$ cat src/rtl/ram_ptr_port.sv
module ram_ptr_port #(
  parameter int AW       = 11,
  parameter int DW       = 8,
  parameter int OFS_HI   = 2,
  parameter int OFS_LO   = 3,
  parameter int OFS_DATA = 4
) (
  input  logic          clk,
  input  logic          rst_n,
  input  logic [2:0]    hst_addr,
  input  logic          hst_rd,
  input  logic          hst_wr,
  input  logic [DW-1:0] hst_wdata,
  output logic [DW-1:0] hst_rdata,
  output logic          hst_busy,
  output logic [AW-1:0] ram_addr,
  output logic          ram_re,
  output logic          ram_we,
  output logic [DW-1:0] ram_wdata,
  input  logic [DW-1:0] ram_rdata
);
  localparam int HB = AW - 8;

  typedef enum logic [1:0] {S_IDLE, S_FETCH, S_CAPT, S_WBACK} st_t;

  st_t           st_q;
  logic [AW-1:0] ptr_q;
  logic          rdmode_q, ainc_q;
  logic [DW-1:0] pre_q, hold_q;

  assign hst_busy = (st_q != S_IDLE);

  wire sel_hi  = hst_addr == 3'(OFS_HI);
  wire sel_lo  = hst_addr == 3'(OFS_LO);
  wire sel_dat = hst_addr == 3'(OFS_DATA);

  wire wr_hi  = hst_wr && sel_hi  && !hst_busy;
  wire wr_lo  = hst_wr && sel_lo  && !hst_busy;
  wire wr_dat = hst_wr && sel_dat && !hst_busy;
  wire rd_dat = hst_rd && !hst_wr && sel_dat && !hst_busy;

  wire [AW-1:0] ptr_inc = ptr_q + AW'(1);

  always_comb begin
    hst_rdata = '0;
    if (sel_hi)       hst_rdata = {rdmode_q, ainc_q, (DW-2-HB)'(0), ptr_q[AW-1:8]};
    else if (sel_lo)  hst_rdata = ptr_q[7:0];
    else if (sel_dat) hst_rdata = pre_q;
  end

  assign ram_addr  = ptr_q;
  assign ram_re    = (st_q == S_FETCH);
  assign ram_we    = (st_q == S_WBACK);
  assign ram_wdata = hold_q;

  always_ff @(posedge clk or negedge rst_n) begin
    if (!rst_n) begin
      st_q     <= S_IDLE;
      ptr_q    <= '0;
      rdmode_q <= 1'b0;
      ainc_q   <= 1'b0;
      pre_q    <= '0;
      hold_q   <= '0;
    end else begin
      case (st_q)
        S_IDLE: begin
          if (wr_hi) begin
            ptr_q[AW-1:8] <= hst_wdata[HB-1:0];
            rdmode_q      <= hst_wdata[7];
            ainc_q        <= hst_wdata[6];
            if (hst_wdata[7]) st_q <= S_FETCH;
          end else if (wr_lo) begin
            ptr_q[7:0] <= hst_wdata;
            if (rdmode_q) st_q <= S_FETCH;
          end else if (wr_dat) begin
            hold_q <= hst_wdata;
            st_q   <= S_WBACK;
          end else if (rd_dat && ainc_q) begin
            ptr_q <= ptr_inc;
            if (rdmode_q) st_q <= S_FETCH;
          end
        end
        S_FETCH: st_q <= S_CAPT;
        S_CAPT: begin
          pre_q <= ram_rdata;
          st_q  <= S_IDLE;
        end
        S_WBACK: begin
          if (ainc_q) ptr_q <= ptr_inc;
          st_q <= S_IDLE;
        end
        default: st_q <= S_IDLE;
      endcase
    end
  end

  assert_prefetch_issue_R4: assert property (@(posedge clk) disable iff (!rst_n)
    (wr_lo && rdmode_q) |=> (ram_re && ram_addr[7:0] == $past(hst_wdata)));

  assert_fetch_holds_busy_R4: assert property (@(posedge clk) disable iff (!rst_n)
    ram_re |=> hst_busy);

  assert_writeback_R5: assert property (@(posedge clk) disable iff (!rst_n)
    wr_dat |=> (ram_we && ram_wdata == $past(hst_wdata) && ram_addr == $past(ptr_q)));

  assert_read_advance_R6: assert property (@(posedge clk) disable iff (!rst_n)
    (rd_dat && ainc_q) |=> (ptr_q == $past(ptr_inc)));

  assert_busy_ignores_write_R8: assert property (@(posedge clk) disable iff (!rst_n)
    (hst_busy && hst_wr && sel_dat) |=> $stable(hold_q));

  assert_no_fetch_in_write_mode_R9: assert property (@(posedge clk) disable iff (!rst_n)
    (wr_lo && !rdmode_q) |=> (!ram_re && !hst_busy));
endmodule

$ cat config.mk
export PLATFORM = sky130hd
export DESIGN_NAME = ram_ptr_port
export DESIGN_NICKNAME = d
export VERILOG_FILES = /design/src/rtl/ram_ptr_port.sv
export SDC_FILE = /design/constraint.sdc
export NUM_CORES = 1
export LEC_CHECK = 0
export BUFFER_PORTS_ARGS = -buffer_cell sky130_fd_sc_hd__buf_2
export CAP_MARGIN = 20
export CORE_ASPECT_RATIO = 0.7
export CORE_MARGIN = 10
export CORE_UTILIZATION = 46
export DETAILED_ROUTE_END_ITERATION = 10
export GPL_ROUTABILITY_DRIVEN = 0
export HOLD_SLACK_MARGIN = 0.1
export PLACE_DENSITY = 0.73
export SLEW_MARGIN = 10
export SYNTH_ARGS = -nofsm -noshare
export SYNTH_HDL_FRONTEND = slang
export SYNTH_SLANG_ARGS = --single-unit
$ cat constraint.sdc
create_clock -name clk -period 1.8 [get_ports clk]
set_clock_uncertainty 0.15 [all_clocks]
set_input_delay 0.18 -clock clk [delete_from_list [all_inputs] [get_ports clk]]
set_output_delay 0.18 -clock clk [all_outputs]
set_load 0.01 [all_outputs]
# --- Word-level counts from Yosys, hierarchy flattened ---
# Index checks and enable logic that the tools add are counted.
# Widths: inputs -> output; s select.
word_totals:
  output_inout_bits: 30
  reg_bits: 31
  input_bits: 23
classes:
  n_reduce_logical: 21
  n_bitwise: 2
  n_eq_ne: 15
  add_sub_neg: 1
  mux: 18
op_table:
  columns: ["operator", "count"]
  rows:
  - ["$mux 8", 5]
  - ["$mux 11", 3]
  - ["$pmux 11 s2", 1]
  - ["$ne 3x3->1 const B", 6]
  - ["$mux 2", 6]
  - ["$add 11x1->11 const B", 1]
  - ["$logic_and 1x1->1", 10]
  - ["$reduce_and 5->1", 2]
  - ["$eq 3x2->1 const B", 2]
  - ["$mux 3", 2]
  - ["$pmux 2 s3", 1]
  - ["$ne 5x5->1 const B", 1]
  - ["$eq 2x2->1 const B", 2]
  - ["$reduce_and 2->1", 2]
  - ["$reduce_and 4->1", 1]
  - ["$reduce_bool 2->1", 2]
  - ["$eq 3x3->1 const B", 1]
  - ["$eq 2x1->1 const B", 1]
  - ["$logic_not 1->1", 2]
  - ["$logic_not 2->1", 1]
  - ["$ne 2x1->1 const B", 1]
  - ["$ne 2x2->1 const B", 1]
  - ["$not 1->1", 2]
  - ["$reduce_or 2->1", 1]

# --- Logic depth before layout (Yosys ltp) ---
# Gate-level depths: netlist of the first run.
logic_depth:
  ltp_word: 10
  depth_mapped: 7
  mapped_depth_nobuf: 6

# --- Worst setup path before layout of the first run ---
# OpenSTA, ideal clock, no wires.
synth_timing:
  kind: "register to register"
  startpoint: "register st_q[0]"
  endpoint: "register ptr_q[1] (netlist: ram_addr[1])"
  path_buffers: 0
  stages_incl_launch_ff: 6
  setup_time_ns: 0.125
  arrival_ns: 1.655
  setup_slack_ns: -0.129
  required_ns: 1.525
  cell_sequence: "dfrtp_1 > ha_1 > nand2b_1 > or2_1 > mux2_1 > mux2_2"
synth_via:
  word_cells_on_any_way: 18
  cone_classes: "5 x eq/ne; 3 x mux; 10 x reduce/logical"
synth_lines:
  columns: ["element", "line", "source"]
  rows:
  - ["from (decl)", "26", "st_t st_q;"]
  - ["from (signal assigned)", "58", "st_q <= S_IDLE;"]
  - ["from (signal assigned)", "71", "if (hst_wdata[7]) st_q <= S_FETCH;"]
  - ["from (signal assigned)", "74", "if (rdmode_q) st_q <= S_FETCH;"]
  - ["$eq 2x2->1 (*)", null, null]
  - ["net ram_we", "18", "output logic ram_we,"]
  - ["$ne 2x1->1 (no source line) / $reduce_bool 2->1 (equally long branches)", null, null]
  - ["$reduce_and 5->1 (no source line)", null, null]
  - ["to (signal, indexed assignment)", "68", "ptr_q[AW-1:8] <= hst_wdata[HB-1:0];"]
  - ["to (signal assigned)", "73", "ptr_q[7:0] <= hst_wdata;"]
  - ["to (signal assigned)", "79", "ptr_q <= ptr_inc;"]
  - ["to (decl)", "27", "logic [AW-1:0] ptr_q;"]
# The timed path passes the listed nets; every way through them passes the cells marked *. The select of a mux whose other input is x is not followed.
# A chain may end at the register's enable or synchronous reset.

# --- Final worst setup path of the first run ---
layout_timing:
  startpoint: "register st_q[0]"
  endpoint: "register ptr_q[1] (netlist: ram_addr[1])"
layout_via:
  elab_chain_cells: 6
  word_cells_on_any_way: 18
  cone_classes: "5 x eq/ne; 3 x mux; 10 x reduce/logical"
layout_rtl:
  columns: ["element", "line", "source"]
  rows:
  - ["$reduce_bool 2->1", "31", "assign hst_busy = (st_q != S_IDLE);"]
  - ["$logic_not 1->1", null, null]
  - ["$logic_and 1x1->1 (on tied branches)", "40, 38", null]
  - ["$logic_and 1x1->1 / $mux 8 (equally long branches)", "78, 72", null]
  - ["$ne 3x3->1 (no source line) / $mux 8 (equally long branches)", null, null]
  - ["$reduce_and 5->1 (no source line) / $pmux 11 s2 (equally long branches)", null, null]
  - ["to (signal assigned)", "73", null]
  - ["to (signal assigned)", "79", null]
  - ["to (signal assigned)", "89", "if (ainc_q) ptr_q <= ptr_inc;"]
# Several ways; a longest one is shown, not always the timed one. The select of a mux whose other input is x is not followed.

==> run_results.csv, run 1 <==
group,metric,value,unit
outcome,status,"finished, violations left",
outcome,violations,"negative setup slack",
worst_setup_path,crit_chain,"ha_4 > nand2b_4 > or2_4 > mux2_4 > mux2_4",
global_routing,grt_pass1_vias,1769,
detailed_routing,drt_first_pass_iters,4,
sta,setup_viol,14,
worst_setup_path,critical-path-top-delay-family,"multiplexers",
power_and_ir_drop,netSwitchingPower,1.78,mW
synthesis,ys_seq_area_share,42.7,%
clock_network,cts_root_buf,"clkbuf_8",
synthesis,yosys.area_share.simple,15.1,%
worst_setup_path,endpoint_kind,"register",
synthesis,avgSynthCellArea,10.4,um^2
flow_run,drv_cap,0,
synthesis,synth_adder_area_share,3.45,%
synthesis,yosys.area_share.xor_xnor,0.482,%
synthesis,ys_warn_count,0,
detailed_routing,dr.first_iter.drc_count,292,
clock_network,cts_buffers,5,
power_and_ir_drop,cellPowerDensity,1530,nW/um^2
die,start_util,47.1,%
clock_network,clk_pin_slew_worst_paths,70,ps
power_and_ir_drop,total_leakage_power,1.24,nW
die,ios,53,
finish,layout.cells.non_filler,321,
worst_setup_path,cp.arrival,1900,ps
detailed_routing,route.met2.wl,2670,um
die,die_w,95.1,um
finish,antenna_cells,0,
synthesis,synth_nets,203,
sta,slew_viol_final,0,
clock_network,cts_tree,"yes",
placed_design,dp_slack,-96.6,ps
power_and_ir_drop,p_clk_share,12.7,%
global_routing,grtUsageTotal,17.4,%
clock_network,cts_max_level,2,
sta,hold_viol_final,0,
power_and_ir_drop,ir_drop,0.00108,V
die,die_area,6900,um^2
worst_setup_path,cp_max_fo,4,
clock_network,insertion_delay,280,ps
min_path,hold_path.class,"input pin to register",
sta,tightest_slew,722,ps
detailed_routing,postRouteAntennaNets,0,
global_routing,gr-total-overflow,0,
detailed_routing,route.detailed.drc,0,
sta,setup_ws,-75.3,ps
die,rows,19,
detailed_routing,wl_met1,2750,um
sta,fmax,533,MHz
die,die_h,72.6,um
finish,area.growth.synth_to_final,52.2,%
detailed_routing,routed.top_layer,"met4",
synthesis,synthCells,175,
sta,fin_crit_sh,104,%
placed_design,io_buffers,52,
worst_setup_path,required,1820,ps
worst_setup_path,cp_common_cell,"mux2_4",
worst_setup_path,critPathMaxStageDelay,440,ps
global_routing,antenna_found_initial,0,
synthesis,synth_top_family_by_area,"compound AO/OA/AOI/OAI gates",
sta,final.min_clock_period,1880,ps
worst_setup_path,crit_type,"register to register",
worst_setup_path,cp-start-kind,"register",
global_routing,grt_max_degree,32,
placed_design,dp_hpwl,4410,um
synthesis,synth_compound_area_share,21.4,%
detailed_routing,avgViaCountPerCell,5.83,
power_and_ir_drop,power.internal,2.45,mW
sta,rsz0062_at_grt,"true",
global_routing,grt_pass1_wl,9360,um
power_and_ir_drop,sequentialPowerShare,32.2,%
placed_design,dp_cells,293,
worst_setup_path,path_buf_inv,0,
detailed_routing,vias,1872,
clock_network,clk_path_buf_depth,2,
worst_setup_path,cp_slowest_cell,"dfrtp_1",
detailed_routing,finalWirelength,6010,um
synthesis,synthesis.area,1820,um^2
die,core-area,3850,um^2
finish,nets,296,
detailed_routing,route.met3.wl,538,um
power_and_ir_drop,combPwrFrac,55.1,%
sta,tns,-459,ps
synthesis,synth_cell_types,44,
finish,drive_above_1_share,48.7,%
finish,n_fill_cell,278,
power_and_ir_drop,p_sw_share,42.0,%
sta,slew_headroom,51.9,%
synthesis,yosys-mux-area-fraction,13.4,%
clock_network,cts.sinks,31,
synthesis,ys_ff_latch,31,
detailed_routing,wl_per_cell,18.7,um
[power by group through the flow]
stage          Clock, mW  Combinational, mW  Sequential, mW
5_1_grt            0.585               2.50            1.40
4_1_cts            0.552               2.16            1.34
3_3_place_gp           0               2.00            1.33
6_report           0.538               2.33            1.36
2_1_floorplan          0               1.08            1.40
3_5_place_dp           0               2.03            1.35
[worst min-delay path, delay by kind of cell]
kind,cells,cell delay (ps)
buffers and inverters,1,140
AOI/OAI and AO/OA,3,330
[cell usage in the layout, fill, tap and decap left out, types with 5 or more instances in the layout]
cell           netlist  final
buf_2                4     52
dfrtp_1             31     31
buf_4                0     22
mux2_2              18     17
dlygate4sd3_1        0     17
nand2_1             10     10
o21ai_1             10     10
nand3_1              6      6
a21oi_1              5      5
a2bb2oi_2            0      5
clkbuf_8             0      5
[per-stage QoR]
step,utilization (%),hold slack (ps),power (mW),instance area [um^2]
3_3_place_gp,60.5,119,3.33,2330
5_1_grt,71.7,290,4.49,2760
6_report,71.7,259,4.23,2760
3_5_place_dp,60.5,118,3.38,2330
2_1_floorplan,-,-266,2.48,1870
4_1_cts,69.0,244,4.06,2660
[routing by layer]
layer	GRT usage [%]	vias to the layer above
met5	0	-
met4	4.64	0
met3	6.49	7
met2	24.6	96
met1	24.2	917
li1	-	852
[kinds of logic after synthesis]
logic type / Yosys count
buffers and inverters: 15
AO/OA/AOI/OAI: 55
multiplexers: 22
flip-flops: 31
AND/OR/NAND/NOR: 46
XOR/XNOR: 1
adder cells (fa/ha/maj): 5
[sequential cells by signal, summed over array words and instances, names as in the netlist]
| register | count |
|---|---|
| ram_addr | 11 |
| pre_q | 8 |
| ram_wdata | 8 |
| st_q | 2 |
| ainc_q | 1 |
| rdmode_q | 1 |
[layout make-up]
| class | count | area, um^2 | share of cell area [%] |
|---|---|---|---|
| multi-input cells | 129 | 1150 | 41.5 |
| inverters | 6 | 22.5 | 0.815 |
| flip-flops and latches | 31 | 776 | 28.1 |
| repair buffers | 95 | 667 | 24.1 |
| clock buffers | 6 | 72.6 | 2.63 |
| clock inverters | 2 | 12.5 | 0.453 |
| well taps | 52 | 65.1 | 2.36 |
[final timing paths]
| check | from | to | slack (ps) | depth (start not counted) |
|---|---|---|---|---|
| worst max-delay path | st_q[0] | ram_addr[1] | -80 | 5 |
| worst min-delay path | hst_wr | st_q[1] | 260 | 4 |
| worst max register to register | st_q[0] | ram_addr[1] | -80 | 5 |
| worst min register to register | ram_wdata[1] | ram_wdata[1] | 360 | 1 |
| max in group asynchronous | rst_n | ram_addr[3] | 700 | 2 |
| min in group asynchronous | rst_n | ram_addr[7] | 330 | 2 |
[what timing repair did]
item / CTS / global route
hold endpoints to repair: 52 / 0
setup endpoints to repair: 18 / 20
hold buffers: 17 / 0
gates resized for setup: 11 / 15
gates cloned: 0 / 1
setup buffers: 2 / 0
pin swaps: 2 / 3
[synthesized netlist by cell type, drive strengths merged]
cell	number	area [um^2]
a211o	1	8.76
o211a	1	10.0
and3b	1	8.76
nor2	4	17.5
or4	2	15.0
ha	5	62.6
nand2	10	37.5
nor2b	2	12.5
and2	2	12.5
a21oi	5	25.0
a22o	3	26.3
o31ai	1	7.51
mux2	19	214
and3	1	6.26
o211ai	2	15.0
nand3	6	30.0
nand4bb	1	11.3
or2	1	6.26
nand2b	4	25.0
nor3b	1	7.51
clkbuf	4	15.0
o21a	1	7.51
nand3b	2	15.0
nor3	1	5.00
a211oi	8	60.1
a221oi	4	35.0
inv	6	22.5
dfrtp	31	776
or3	2	12.5
a21o	1	7.51
o22ai	2	12.5
buf	5	23.8
xor2	1	8.76
mux2i	3	30.0
nand4b	1	15.0
o21ai	13	65.1
and4	2	17.5
a2bb2oi	9	78.8
a22oi	4	30.0
nand4	3	18.8
(Power assumes the default switching activity.)
==> run 2: changes to the inputs <==
--- a/config.mk
+++ b/config.mk
@@ -9,11 +9,11 @@
 export CAP_MARGIN = 20
 export CORE_ASPECT_RATIO = 0.7
 export CORE_MARGIN = 10
-export CORE_UTILIZATION = 46
+export CORE_UTILIZATION = 34
 export DETAILED_ROUTE_END_ITERATION = 10
 export GPL_ROUTABILITY_DRIVEN = 0
-export HOLD_SLACK_MARGIN = 0.1
-export PLACE_DENSITY = 0.73
+export HOLD_SLACK_MARGIN = 0.03
+export PLACE_DENSITY = 0.56
 export SLEW_MARGIN = 10
 export SYNTH_ARGS = -nofsm -noshare
 export SYNTH_HDL_FRONTEND = slang
==> run 2 against run 1 <==
  * The run still ends with negative setup slack left
  * Design area up 0.54%
  * Global-route usage decreased by 2.8 points
  * Maximum frequency up 2.1%
  * Sequential power hardly changed
  * Clock-buffer cell count is 1 higher
  * Flip-flop and latch count unchanged
  * Combinational power up 6%
  * Non-clock buffer count rose by 4
==> run_results.csv, run 2 (synthesized netlist as in run 1, its figures left out) <==
group,metric,value,unit
sta,slew_viol_final,0,
sta,fmax,544,MHz
sta,fin_crit_sh,102,%
clock_network,clk_pin_slew_worst_paths,70,ps
detailed_routing,route.met3.wl,470,um
die,ios,53,
finish,area.growth.synth_to_final,53.0,%
worst_setup_path,path_depth,5,
worst_setup_path,rr_endpoint,"ram_addr[1]",
worst_setup_path,cp_slowest_cell,"dfrtp_1",
clock_network,cts_buffers,5,
finish,seq_area,776,um^2
detailed_routing,route.met2.wl,2600,um
global_routing,gr-total-overflow,0,
placed_design,dp_slack,-97.8,ps
finish,largest_register_ffs,11,
worst_setup_path,cp_common_cell,"mux2_4",
clock_network,insertion_delay,280,ps
detailed_routing,wl_per_cell,17.9,um
detailed_routing,routed.top_layer,"met4",
global_routing,grtUsageTotal,14.6,%
outcome,violations,"negative setup slack",
global_routing,grt_pass1_vias,1867,
worst_setup_path,endpoint_kind,"register",
die,core-area,5200,um^2
sta,slew_headroom,50.1,%
die,rows,22,
sta,setup_viol,5,
die,die_w,107,um
worst_setup_path,required,1820,ps
worst_setup_path,path_buf_inv,0,
placed_design,io_buffers,52,
sta,tightest_slew,748,ps
global_routing,grt_max_degree,32,
worst_setup_path,crit_type,"register to register",
sta,rsz0062_at_grt,"true",
worst_setup_path,worst_r2r_path_depth,5,
die,start_util,34.9,%
sta,hold_viol_final,0,
outcome,status,"finished, violations left",
worst_setup_path,r2r-start,"st_q[0]",
clock_network,cts_max_level,2,
clock_network,clk_path_buf_depth,2,
worst_setup_path,critPathMaxStageDelay,410,ps
worst_setup_path,crit_end,"ram_addr[1]",
finish,fin_util,53.4,%
detailed_routing,wl_met1,3050,um
worst_setup_path,cp_max_fo,4,
sta,final.min_clock_period,1840,ps
min_path,hold_path.class,"input pin to register",
placed_design,place_area,2400,um^2
finish,drive_above_1_share,50.9,%
finish,nets,300,
placed_design,dp_hpwl,4680,um
worst_setup_path,cp-start-kind,"register",
worst_setup_path,r2r_slack,-40,ps
clock_network,cts_tree,"yes",
detailed_routing,finalWirelength,6160,um
power_and_ir_drop,p_total,4.33,mW
finish,multiInputGateArea,1140,um^2
detailed_routing,dr.first_iter.drc_count,86,
detailed_routing,postRouteAntennaNets,0,
die,die_area,8710,um^2
detailed_routing,route.detailed.drc,0,
flow_run,drv_cap,0,
clock_network,cts_root_buf,"clkbuf_8",
detailed_routing,vias,1824,
finish,layout_common_cells,"52 x buf_2, 31 x dfrtp_1, 29 x buf_4, 17 x mux2_2, 13 x dlygate4sd3_1",
clock_network,cts.sinks,31,
detailed_routing,drt_first_pass_iters,6,
finish,n_fill_cell,496,
power_and_ir_drop,total_leakage_power,1.26,nW
worst_setup_path,critical-path-top-delay-family,"multiplexers",
global_routing,grt_pass1_wl,10200,um
detailed_routing,avgViaCountPerCell,5.29,
worst_setup_path,cp.arrival,1860,ps
sta,setup_ws,-36.7,ps
power_and_ir_drop,ir_drop,0.000589,V
global_routing,antenna_found_initial,0,
worst_setup_path,crit_chain,"ha_2 > nand2b_4 > or2_4 > mux2_4 > mux2_4",
finish,antenna_cells,0,
sta,tns,-82.1,ps
finish,stdcell_area,2780,um^2
die,die_h,81.1,um
worst_setup_path,startpoint,"st_q[0]",
finish,final_common_cell,"buf_2",
power_and_ir_drop,cellPowerDensity,1560,nW/um^2
run 2: cell count changes in the layout (fill, tap and decap cells not counted), moves of 2 or more:
cell           previous run  this run
or4_4                     0         2
or4_1                     2         0
dlygate4sd3_1            17        13
buf_6                     1         5
buf_4                    22        29
a211oi_2                  3         5
run 2: how the worst min path moves through the flow:
stage	from	end	slack, ps	depth (start not counted)
floorplan	rst_n	ainc_q	-270	0
global placement	rst_n	pre_q[7]	130	1
detailed placement	rst_n	pre_q[1]	130	1
CTS	hst_wdata[7]	ram_wdata[7]	40	2
global route	hst_wdata[7]	ram_wdata[7]	50	2
finish	hst_wdata[7]	ram_wdata[7]	40	2
run 2: report_power, final:
group	internal [mW]	leakage (nW)	switching, mW	total [mW]
clock	0.271	0.0422	0.264	0.535
combinational	1.23	0.849	1.24	2.47
sequential	1.04	0.365	0.286	1.33
total	2.54	1.26	1.79	4.33
run 2: area by class of cell:
class / count / share of cell area (%)
multi-input cells: 129 / 41.2
flip-flops and latches: 31 / 27.9
repair buffers: 99 / 23.9
well taps: 72 / 3.24
clock buffers: 7 / 2.75
inverters: 6 / 0.811
clock inverters: 1 / 0.180
run 2: per-stage QoR:
stage                     hold WS (ps)  instances
final                             38.6        345
after CTS                         38.0        343
after global routing              47.2        345
after global placement             130        321
after detailed placement           133        321
after floorplan                   -266        175
run 2: layer usage:
metal / global-route usage (%) / vias to the layer above
li1: - / 862
met1: 20.9 / 892
met2: 20.6 / 63
met3: 5.06 / 7
met4: 3.19 / 0
met5: 0 / -
run 2: what timing repair did:
item	4_1_cts	5_1_grt
setup buffers	1	2
pin swaps	3	7
hold buffers	13	0
endpoints found under the setup margin	8	19
endpoints found under the hold margin	43	0
resized for setup	9	18
